**src/rtl/dpll_trig_pkg.sv**
```systemverilog
package dpll_trig_pkg;

    // Loop control states
    typedef enum logic [1:0] {
        ST_IDLE   = 2'd0,   // no sync read seen yet
        ST_RUN    = 2'd1,   // tracking, waiting for the next sync read
        ST_UPDATE = 2'd2    // one clock: apply the correction
    } dpll_state_e;

endpackage

```
**src/rtl/dpll_cfg_regs.sv**
```systemverilog
module dpll_cfg_regs #(
    parameter int NUM_TRIG = 4,
    parameter int DATA_W   = 24,
    parameter int OFF_W    = 16,
    parameter int TC_W     = 5,
    parameter int ADDR_W   = 3,
    parameter int OFF_BASE = 4,
    parameter int PER_RST  = 50000,
    parameter int PER_MIN  = 8,
    parameter int LIM_RST  = 'h400000,
    parameter int TC_RST   = 10
) (
    input  logic                              clk,
    input  logic                              rst_n,
    input  logic                              we,
    input  logic [ADDR_W-1:0]                 addr,
    input  logic [DATA_W-1:0]                 wdata,
    input  logic                              upd_en,
    input  logic [DATA_W-1:0]                 per_next,
    output logic [DATA_W-1:0]                 period,
    output logic [DATA_W-1:0]                 limit,
    output logic [TC_W-1:0]                   tc,
    output logic [NUM_TRIG-1:0][OFF_W-1:0]    offs
);

    localparam logic [DATA_W-1:0] MIN_P = DATA_W'(PER_MIN);

    // A bus write to the period takes priority over the loop update
    always_ff @(posedge clk) begin
        if (!rst_n) begin
            period <= DATA_W'(PER_RST);
        end else if (we && addr == ADDR_W'(0)) begin
            period <= (wdata < MIN_P) ? MIN_P : wdata;
        end else if (upd_en) begin
            period <= per_next;
        end
    end

    always_ff @(posedge clk) begin
        if (!rst_n) begin
            limit <= DATA_W'(LIM_RST);
            tc    <= TC_W'(TC_RST);
        end else if (we) begin
            if (addr == ADDR_W'(1)) limit <= wdata;
            if (addr == ADDR_W'(2)) tc    <= wdata[TC_W-1:0];
        end
    end

    for (genvar gi = 0; gi < NUM_TRIG; gi++) begin : g_off
        logic [OFF_W-1:0] off_r;
        always_ff @(posedge clk) begin
            if (!rst_n) begin
                off_r <= '0;
            end else if (we && addr == ADDR_W'(OFF_BASE + gi)) begin
                off_r <= wdata[OFF_W-1:0];
            end
        end
        assign offs[gi] = off_r;
    end

endmodule

```
**src/rtl/dpll_phase_track.sv**
```systemverilog
module dpll_phase_track #(
    parameter int DATA_W = 24
) (
    input  logic                     clk,
    input  logic                     rst_n,
    input  logic                     start,
    input  logic                     run,
    input  logic [DATA_W-1:0]        period,
    output logic [DATA_W-1:0]        ph,
    output logic signed [DATA_W-1:0] raw_err
);

    // Phase counter: the first read is phase 0, so the next clock sees 1
    always_ff @(posedge clk) begin
        if (!rst_n) begin
            ph <= '0;
        end else if (start) begin
            ph <= DATA_W'(1);
        end else if (run) begin
            ph <= (ph >= period - 1'b1) ? '0 : ph + 1'b1;
        end else begin
            ph <= '0;
        end
    end

    // Late reads land just after the wrap, early reads just before it
    always_comb begin
        if ({ph, 1'b0} < {1'b0, period}) begin
            raw_err = ph;
        end else begin
            raw_err = ph - period;
        end
    end

endmodule

```
**src/rtl/dpll_loop_filter.sv**
```systemverilog
module dpll_loop_filter #(
    parameter int DATA_W  = 24,
    parameter int TC_W    = 5,
    parameter int PER_MIN = 8
) (
    input  logic                     clk,
    input  logic                     rst_n,
    input  logic                     cap_en,
    input  logic                     upd_en,
    input  logic signed [DATA_W-1:0] raw_err,
    input  logic [DATA_W-1:0]        limit,
    input  logic [TC_W-1:0]          tc,
    input  logic [DATA_W-1:0]        period,
    output logic signed [DATA_W-1:0] err_q,
    output logic [DATA_W-1:0]        per_next
);

    localparam int XW = DATA_W + 1;
    localparam int SW = DATA_W + 2;
    localparam logic signed [SW-1:0] MIN_S = SW'(PER_MIN);
    localparam logic signed [SW-1:0] MAX_S = SW'((1 << DATA_W) - 1);

    logic signed [XW-1:0]     err_x, lim_x, bnd_x, diff, step;
    logic signed [DATA_W-1:0] bnd_q, filt_q, filt_new, corr;
    logic signed [SW-1:0]     sum;

    // Bound the raw error to +/- limit
    always_comb begin
        err_x = {raw_err[DATA_W-1], raw_err};
        lim_x = {1'b0, limit};
        if (err_x > lim_x) begin
            bnd_x = lim_x;
        end else if (err_x < -lim_x) begin
            bnd_x = -lim_x;
        end else begin
            bnd_x = err_x;
        end
    end

    always_ff @(posedge clk) begin
        if (!rst_n) begin
            err_q  <= '0;
            bnd_q  <= '0;
            filt_q <= '0;
        end else begin
            if (cap_en) begin
                err_q <= raw_err;
                bnd_q <= bnd_x[DATA_W-1:0];
            end
            if (upd_en) begin
                filt_q <= filt_new;
            end
        end
    end

    // First-order low-pass plus the bounded error divided by 16
    always_comb begin
        diff     = {bnd_q[DATA_W-1], bnd_q} - {filt_q[DATA_W-1], filt_q};
        step     = diff >>> tc;
        filt_new = filt_q + step[DATA_W-1:0];
        corr     = filt_new + (bnd_q >>> 4);
        sum      = {2'b00, period} + {{2{corr[DATA_W-1]}}, corr};
        if (sum < MIN_S) begin
            per_next = DATA_W'(PER_MIN);
        end else if (sum > MAX_S) begin
            per_next = MAX_S[DATA_W-1:0];
        end else begin
            per_next = sum[DATA_W-1:0];
        end
    end

endmodule

```
**src/rtl/dpll_offset_cmp.sv**
```systemverilog
module dpll_offset_cmp #(
    parameter int DATA_W   = 24,
    parameter int OFF_W    = 16,
    parameter int US_TICKS = 50
) (
    input  logic              active,
    input  logic [OFF_W-1:0]  offset,
    input  logic [DATA_W-1:0] period,
    input  logic [DATA_W-1:0] ph,
    output logic              fire
);

    localparam logic signed [DATA_W-1:0] K = DATA_W'(US_TICKS);

    logic signed [DATA_W-1:0] off_ext, off_t;
    logic [DATA_W-1:0]        off_u, tgt;

    // Offset in ticks, folded into one period around the predicted read
    always_comb begin
        off_ext = {{(DATA_W - OFF_W){offset[OFF_W-1]}}, offset};
        off_t   = off_ext * K;
        off_u   = off_t;
        tgt     = off_t[DATA_W-1] ? period + off_u : off_u;
        fire    = active && (ph == tgt);
    end

endmodule

```
**src/rtl/dpll_trigger_timer.sv**
```systemverilog
module dpll_trigger_timer
    import dpll_trig_pkg::*;
#(
    parameter int NUM_TRIG = 4,
    parameter int DATA_W   = 24,
    parameter int OFF_W    = 16,
    parameter int US_TICKS = 50,
    parameter int PER_RST  = 50000,
    parameter int PER_MIN  = 8,
    parameter int LIM_RST  = 'h400000,
    parameter int TC_RST   = 10,
    localparam int OFF_BASE = 4,
    localparam int ADDR_W   = $clog2(OFF_BASE + NUM_TRIG),
    localparam int TC_W     = $clog2(DATA_W)
) (
    input  logic                clk,
    input  logic                rst_n,
    input  logic                sync_rd,
    input  logic                cfg_we,
    input  logic [ADDR_W-1:0]   cfg_addr,
    input  logic [DATA_W-1:0]   cfg_wdata,
    output logic [NUM_TRIG-1:0] trig,
    output logic [DATA_W-1:0]   phase_err
);

    dpll_state_e state_q, state_d;
    logic start_go, cap_go, upd_go, run_go;

    logic [DATA_W-1:0]             period_w, limit_w, per_next_w, ph_w;
    logic [TC_W-1:0]               tc_w;
    logic [NUM_TRIG-1:0][OFF_W-1:0] offs_w;
    logic signed [DATA_W-1:0]      raw_err_w, err_q_w;

    // State register
    always_ff @(posedge clk) begin
        if (!rst_n) state_q <= ST_IDLE;
        else        state_q <= state_d;
    end

    // Transitions: first-read, capture, apply
    always_comb begin
        state_d = state_q;
        unique case (state_q)
            ST_IDLE:   if (sync_rd) state_d = ST_RUN;
            ST_RUN:    if (sync_rd) state_d = ST_UPDATE;
            ST_UPDATE: state_d = ST_RUN;
            default:   state_d = ST_IDLE;
        endcase
    end

    // Per-state control outputs
    always_comb begin
        start_go = 1'b0;
        cap_go   = 1'b0;
        upd_go   = 1'b0;
        run_go   = 1'b0;
        unique case (state_q)
            ST_IDLE:   start_go = sync_rd;
            ST_RUN:    begin run_go = 1'b1; cap_go = sync_rd; end
            ST_UPDATE: begin run_go = 1'b1; upd_go = 1'b1; end
            default:   ;
        endcase
    end

    dpll_cfg_regs #(
        .NUM_TRIG(NUM_TRIG), .DATA_W(DATA_W), .OFF_W(OFF_W), .TC_W(TC_W),
        .ADDR_W(ADDR_W), .OFF_BASE(OFF_BASE), .PER_RST(PER_RST),
        .PER_MIN(PER_MIN), .LIM_RST(LIM_RST), .TC_RST(TC_RST)
    ) u_regs (
        .clk(clk), .rst_n(rst_n), .we(cfg_we), .addr(cfg_addr), .wdata(cfg_wdata),
        .upd_en(upd_go), .per_next(per_next_w), .period(period_w),
        .limit(limit_w), .tc(tc_w), .offs(offs_w)
    );

    dpll_phase_track #(.DATA_W(DATA_W)) u_phase (
        .clk(clk), .rst_n(rst_n), .start(start_go), .run(run_go),
        .period(period_w), .ph(ph_w), .raw_err(raw_err_w)
    );

    dpll_loop_filter #(.DATA_W(DATA_W), .TC_W(TC_W), .PER_MIN(PER_MIN)) u_loop (
        .clk(clk), .rst_n(rst_n), .cap_en(cap_go), .upd_en(upd_go),
        .raw_err(raw_err_w), .limit(limit_w), .tc(tc_w), .period(period_w),
        .err_q(err_q_w), .per_next(per_next_w)
    );

    for (genvar gi = 0; gi < NUM_TRIG; gi++) begin : g_trig
        dpll_offset_cmp #(.DATA_W(DATA_W), .OFF_W(OFF_W), .US_TICKS(US_TICKS)) u_cmp (
            .active(run_go), .offset(offs_w[gi]), .period(period_w),
            .ph(ph_w), .fire(trig[gi])
        );
    end

    assign phase_err = err_q_w;

endmodule

```
**config.mk**
```make
export PLATFORM = sky130hd
export DESIGN_NAME = dpll_trigger_timer
export DESIGN_NICKNAME = d
export VERILOG_FILES = /design/src/rtl/dpll_trig_pkg.sv /design/src/rtl/dpll_cfg_regs.sv /design/src/rtl/dpll_phase_track.sv /design/src/rtl/dpll_loop_filter.sv /design/src/rtl/dpll_offset_cmp.sv /design/src/rtl/dpll_trigger_timer.sv
export SDC_FILE = /design/constraint.sdc
export NUM_CORES = 2
export LEC_CHECK = 0
export BUFFER_PORTS_ARGS = -buffer_cell sky130_fd_sc_hd__buf_4
export CORE_ASPECT_RATIO = 1.25
export CORE_UTILIZATION = 50
export DETAILED_ROUTE_END_ITERATION = 10
export GPL_ROUTABILITY_DRIVEN = 0
export PLACE_DENSITY = 0.66
export SLEW_MARGIN = 40
export SYNTH_ARGS = -nofsm -noshare
export SYNTH_HDL_FRONTEND = slang
export SYNTH_SLANG_ARGS = --single-unit
```
**constraint.sdc**
```tcl
create_clock -name clk -period 10.5 [get_ports clk]
set_input_delay 0.525 -clock clk [delete_from_list [all_inputs] [get_ports clk]]
set_output_delay 0.525 -clock clk [all_outputs]
set_load 0.005 [all_outputs]
```
==> metrics.md <==
| Metric | Value |
|---|---|
| Hold_buf cts | 0 |
| Crit path max fanout | 5 |
| Worst-margin pin slew | 0.878 ns |
| P_leak | 16.2 nW |
| Total I/O pin count | 59 |
| Worst r2r path cells | 44 |
| Synth-to-layout area growth | 8.68% |
| Delay-heaviest family, CP | compound AO/OA/AOI/OAI gates |
| Vias | between 30000 and 40000 |
| Peak VDD IR | 267 uV |
| Placed instance area | 32900 um^2 |
| DRC errors left | 0 |
| CP Launch Point | u_loop.filt_q[0] |
| Reg clk slew, reported paths | 0.07 ns |
| Tcrit/Tclk final | between 90% and 100% |
| # port buffers | 58 |
| Cell row count | 102 |
| Drt via density | 6.05 |
| CP Launch Type | flip-flop |
| Core Area | 62000 um^2 |
| Clock Skews | 0.0267 ns |
| Req. time, crit path | 10.99 ns |
| 1st-iter DRT viols | ~2000 |
| Hold wc startpoint | cfg_wdata[16] |
| Reg2reg end | u_regs.period[23] |
| Setup TNS | 0 ns |
| Crit Path Category | flip-flop to flip-flop |
| Gr usage total | approximately a third |
| Pin count of the biggest net entering global routing | 81 |
| Layout Cells excl Fill | 5023 |
| Post-Syn Area | 31400 um^2 |
| Arrival time worst endpoint | 10.57 ns |
| Synth Area in Adders | 24.6% |
| Initial Utilization | 50.7% |
| Ant diodes | 0 |
| WL/cell | ~21 um |
| Vias in the first global route | 29100 |
| Cell count after synthesis | about 4200 |
| Clock Tree Buf Depth | 3 |
| Slowest stage cell, crit path | mux4_2 |
| Fin area | between 30000 and 40000 um^2 |
| Proportion of layout cells with a drive suffix above 1 | under 10% |
| Number of synthesized flops with an enable pin | 0 |
| Register area share after synthesis | 13.7% |
| Crit path to | u_regs.period[23] |
| Pwr per Cell Area | 298 nW/um^2 |
| Reg-to-reg startpoint | u_loop.filt_q[0] |
| Xor and xnor area share after synthesis | between 10 and 15% |
| Grt total ovfl | 0 |
| Highest clock rate | 99.3 MHz |
| Largest family of logic cells by synthesized area | adder cells |
| Mean Syn Cell Area | 7.57 um^2 |
| Status | completed |
| Ys flop type | dfxtp_1 |
| Syn nets | 4761 |
| R2R Setup Slk | 0.42 ns |
| Final Hold Viols | 0 |
| Synth cell count leaders | ha_1 (514), inv_1 (465), nand2_1 (386) |
| Final setup violation count | 0 |
| First-pass GRT wire length | 164000 um |
| Yosys cell types | between 80 and 90 |
| Clk_lat worst skew | 0.61 ns |
| Area leader, netlist | ha_1 |
| FFs w/ async S/R, synth | 0% |
| HP Class | input pin to flip-flop |
| Routed Antenna Nets | 0 |
| CP Capture Type | flip-flop |
| Htree depth | 1 |
| Post-Place Setup Slack | 0.0804 ns |
| Max Slew Vio Count | 0 |
| First-pass iteration count of the detailed router | 5 |
| Initial antenna violation count | 4 |
| Dpl cells | between 4000 and 5000 |
| Top cell type's share of synthesized area | 20.5% |
| Die width | 226 um |
| Crit path largest cell delay | 0.53 ns |
| Final net count | 4780 |
| Final setup margin | between 0.4 and 0.5 ns |
| Top cells by area, synth | ha_1 (20%), dfxtp_1 (14%), xnor2_1 (8.2%) |
| Hold Path Depth | 3 |
| Multi-input gate area | 25000 um^2 |
| CTS root buffer | clkbuf_16 |
| Core Util, Final | 55.1% |
| Synth Area in Simple Gates | 16.7% |
| Fillers | 6176 |
| Ys Warns | 0 |
| Post-synthesis register bit count | roughly 220 |
| Post-Route WL | 108000 um |
| Worst path buffer plus inverter count | 3 |
| Top-count cell post-synth | ha_1 |
| # Max-Cap Violations | 0 |
| Slew HR | 41.4% |
| HPWL Detailed | between 80000 and 90000 um |
| # clock sinks | around 220 |
| Post-synthesis mux area share | between 4 and 5% |
| Die ar. | between 60000 and 70000 um^2 |
| TritonCTS Buffers | 27 |
| Die H | approximately 280 um |
| Compound-cell area share of the yosys netlist | 21.7% |
| Register area | 4300 um^2 |
| Min cycle time layout | 10.08 ns |
| Number of cells on the critical path | 44 |
| CTS tree | yes |
==> final cells by class <==
type	instances	area share (%)
sequential	215	12.6
clock buffer	31	2.14
clock inverter	19	0.838
inverter	476	5.24
timing repair buffer	130	2.90
tap	832	3.05
multi-input combinational	3320	73.2
==> power by group <==
group / internal, mW / switching (mW) / leakage, nW
Combinational: 3.26 / 4.79 / 13.9
Sequential: 0.896 / 0.133 / 1.74
Clock: 0.653 / 0.442 / 0.499
Total: 4.81 / 5.37 / 16.2
==> registers in the layout, indices dropped and copies added (netlist names) <==
signal / cells
u_regs.period: 24
u_loop.filt_q: 24
u_loop.bnd_q: 24
u_loop.err_q: 24
state_q: 2
u_regs.limit: 24
u_regs.tc: 5
u_phase.ph: 24
u_regs.g_off.off_r: 64
==> kinds of logic (layout without fill, tap and decap cells) <==
group / count (synthesis) / in the layout
AOI/OAI and AO/OA: 1074 / 1074
muxes: 138 / 138
buffers and inverters: 616 / 656
and+or+nand+nor: 1136 / 1136
adders and majority gates: 579 / 579
DFF: 215 / 215
xor gates and xnor gates: 393 / 393
==> repair_timing <==
action | in CTS | in global routing
gates resized for setup | 1 | 32
gates cloned | 0 | 1
pin swaps | 0 | 10
buffers inserted | 0 | 7
endpoints found under the setup margin | 11 | 24
==> tightest hold or removal path: stages <==
cell	delay, ns
buf_4	0.14
nand2_1	0.06
a21oi_1	0.05
==> metrics by stage <==
stage	power [mW]	hold WS [ns]
final	10.2	0.201
after global routing	10.9	0.218
after CTS	9.81	0.192
after detailed placement	8.63	0.451
after global placement	8.59	0.448
after floorplan	6.77	0.436
==> worst min-delay path by stage <==
stage | to | slack [ns]
3_3_place_gp | u_regs.limit[4] | 0.45
3_5_place_dp | u_regs.limit[4] | 0.45
6_report | u_regs.limit[16] | 0.20
2_1_floorplan | u_regs.limit[18] | 0.44
5_1_grt | u_regs.limit[16] | 0.22
4_1_cts | u_regs.limit[16] | 0.19
==> per-layer routing <==
layer | part of all wire, % | vias up | GRT usage, %
met5 | 0.025 | - | 0
met4 | 8.8 | 4 | 25.4
met3 | 7.6 | 393 | 5.47
met2 | 45 | 1097 | 56.3
met1 | 38 | 14300 | 37.9
li1 | - | 14600 | -
==> cell usage in the layout (no fill, tap or decap), types with 26 or more instances in the layout <==
cell type,count
clkbuf_16,27
nand2b_1,39
nor3_1,82
nor4_1,29
nand3_1,79
nor2b_1,45
a21oi_1,376
or3_1,28
a211oi_1,56
and3_1,26
mux2i_1,113
fa_1,65
o21a_1,48
a31oi_1,34
inv_1,463
nor2_1,297
ha_1,512
nand4_1,51
dfxtp_1,215
a21o_1,98
xor2_1,93
buf_4,128
nand2_1,385
xnor2_1,296
o21ai_0,199
Power figures use the tool's default switching activity.
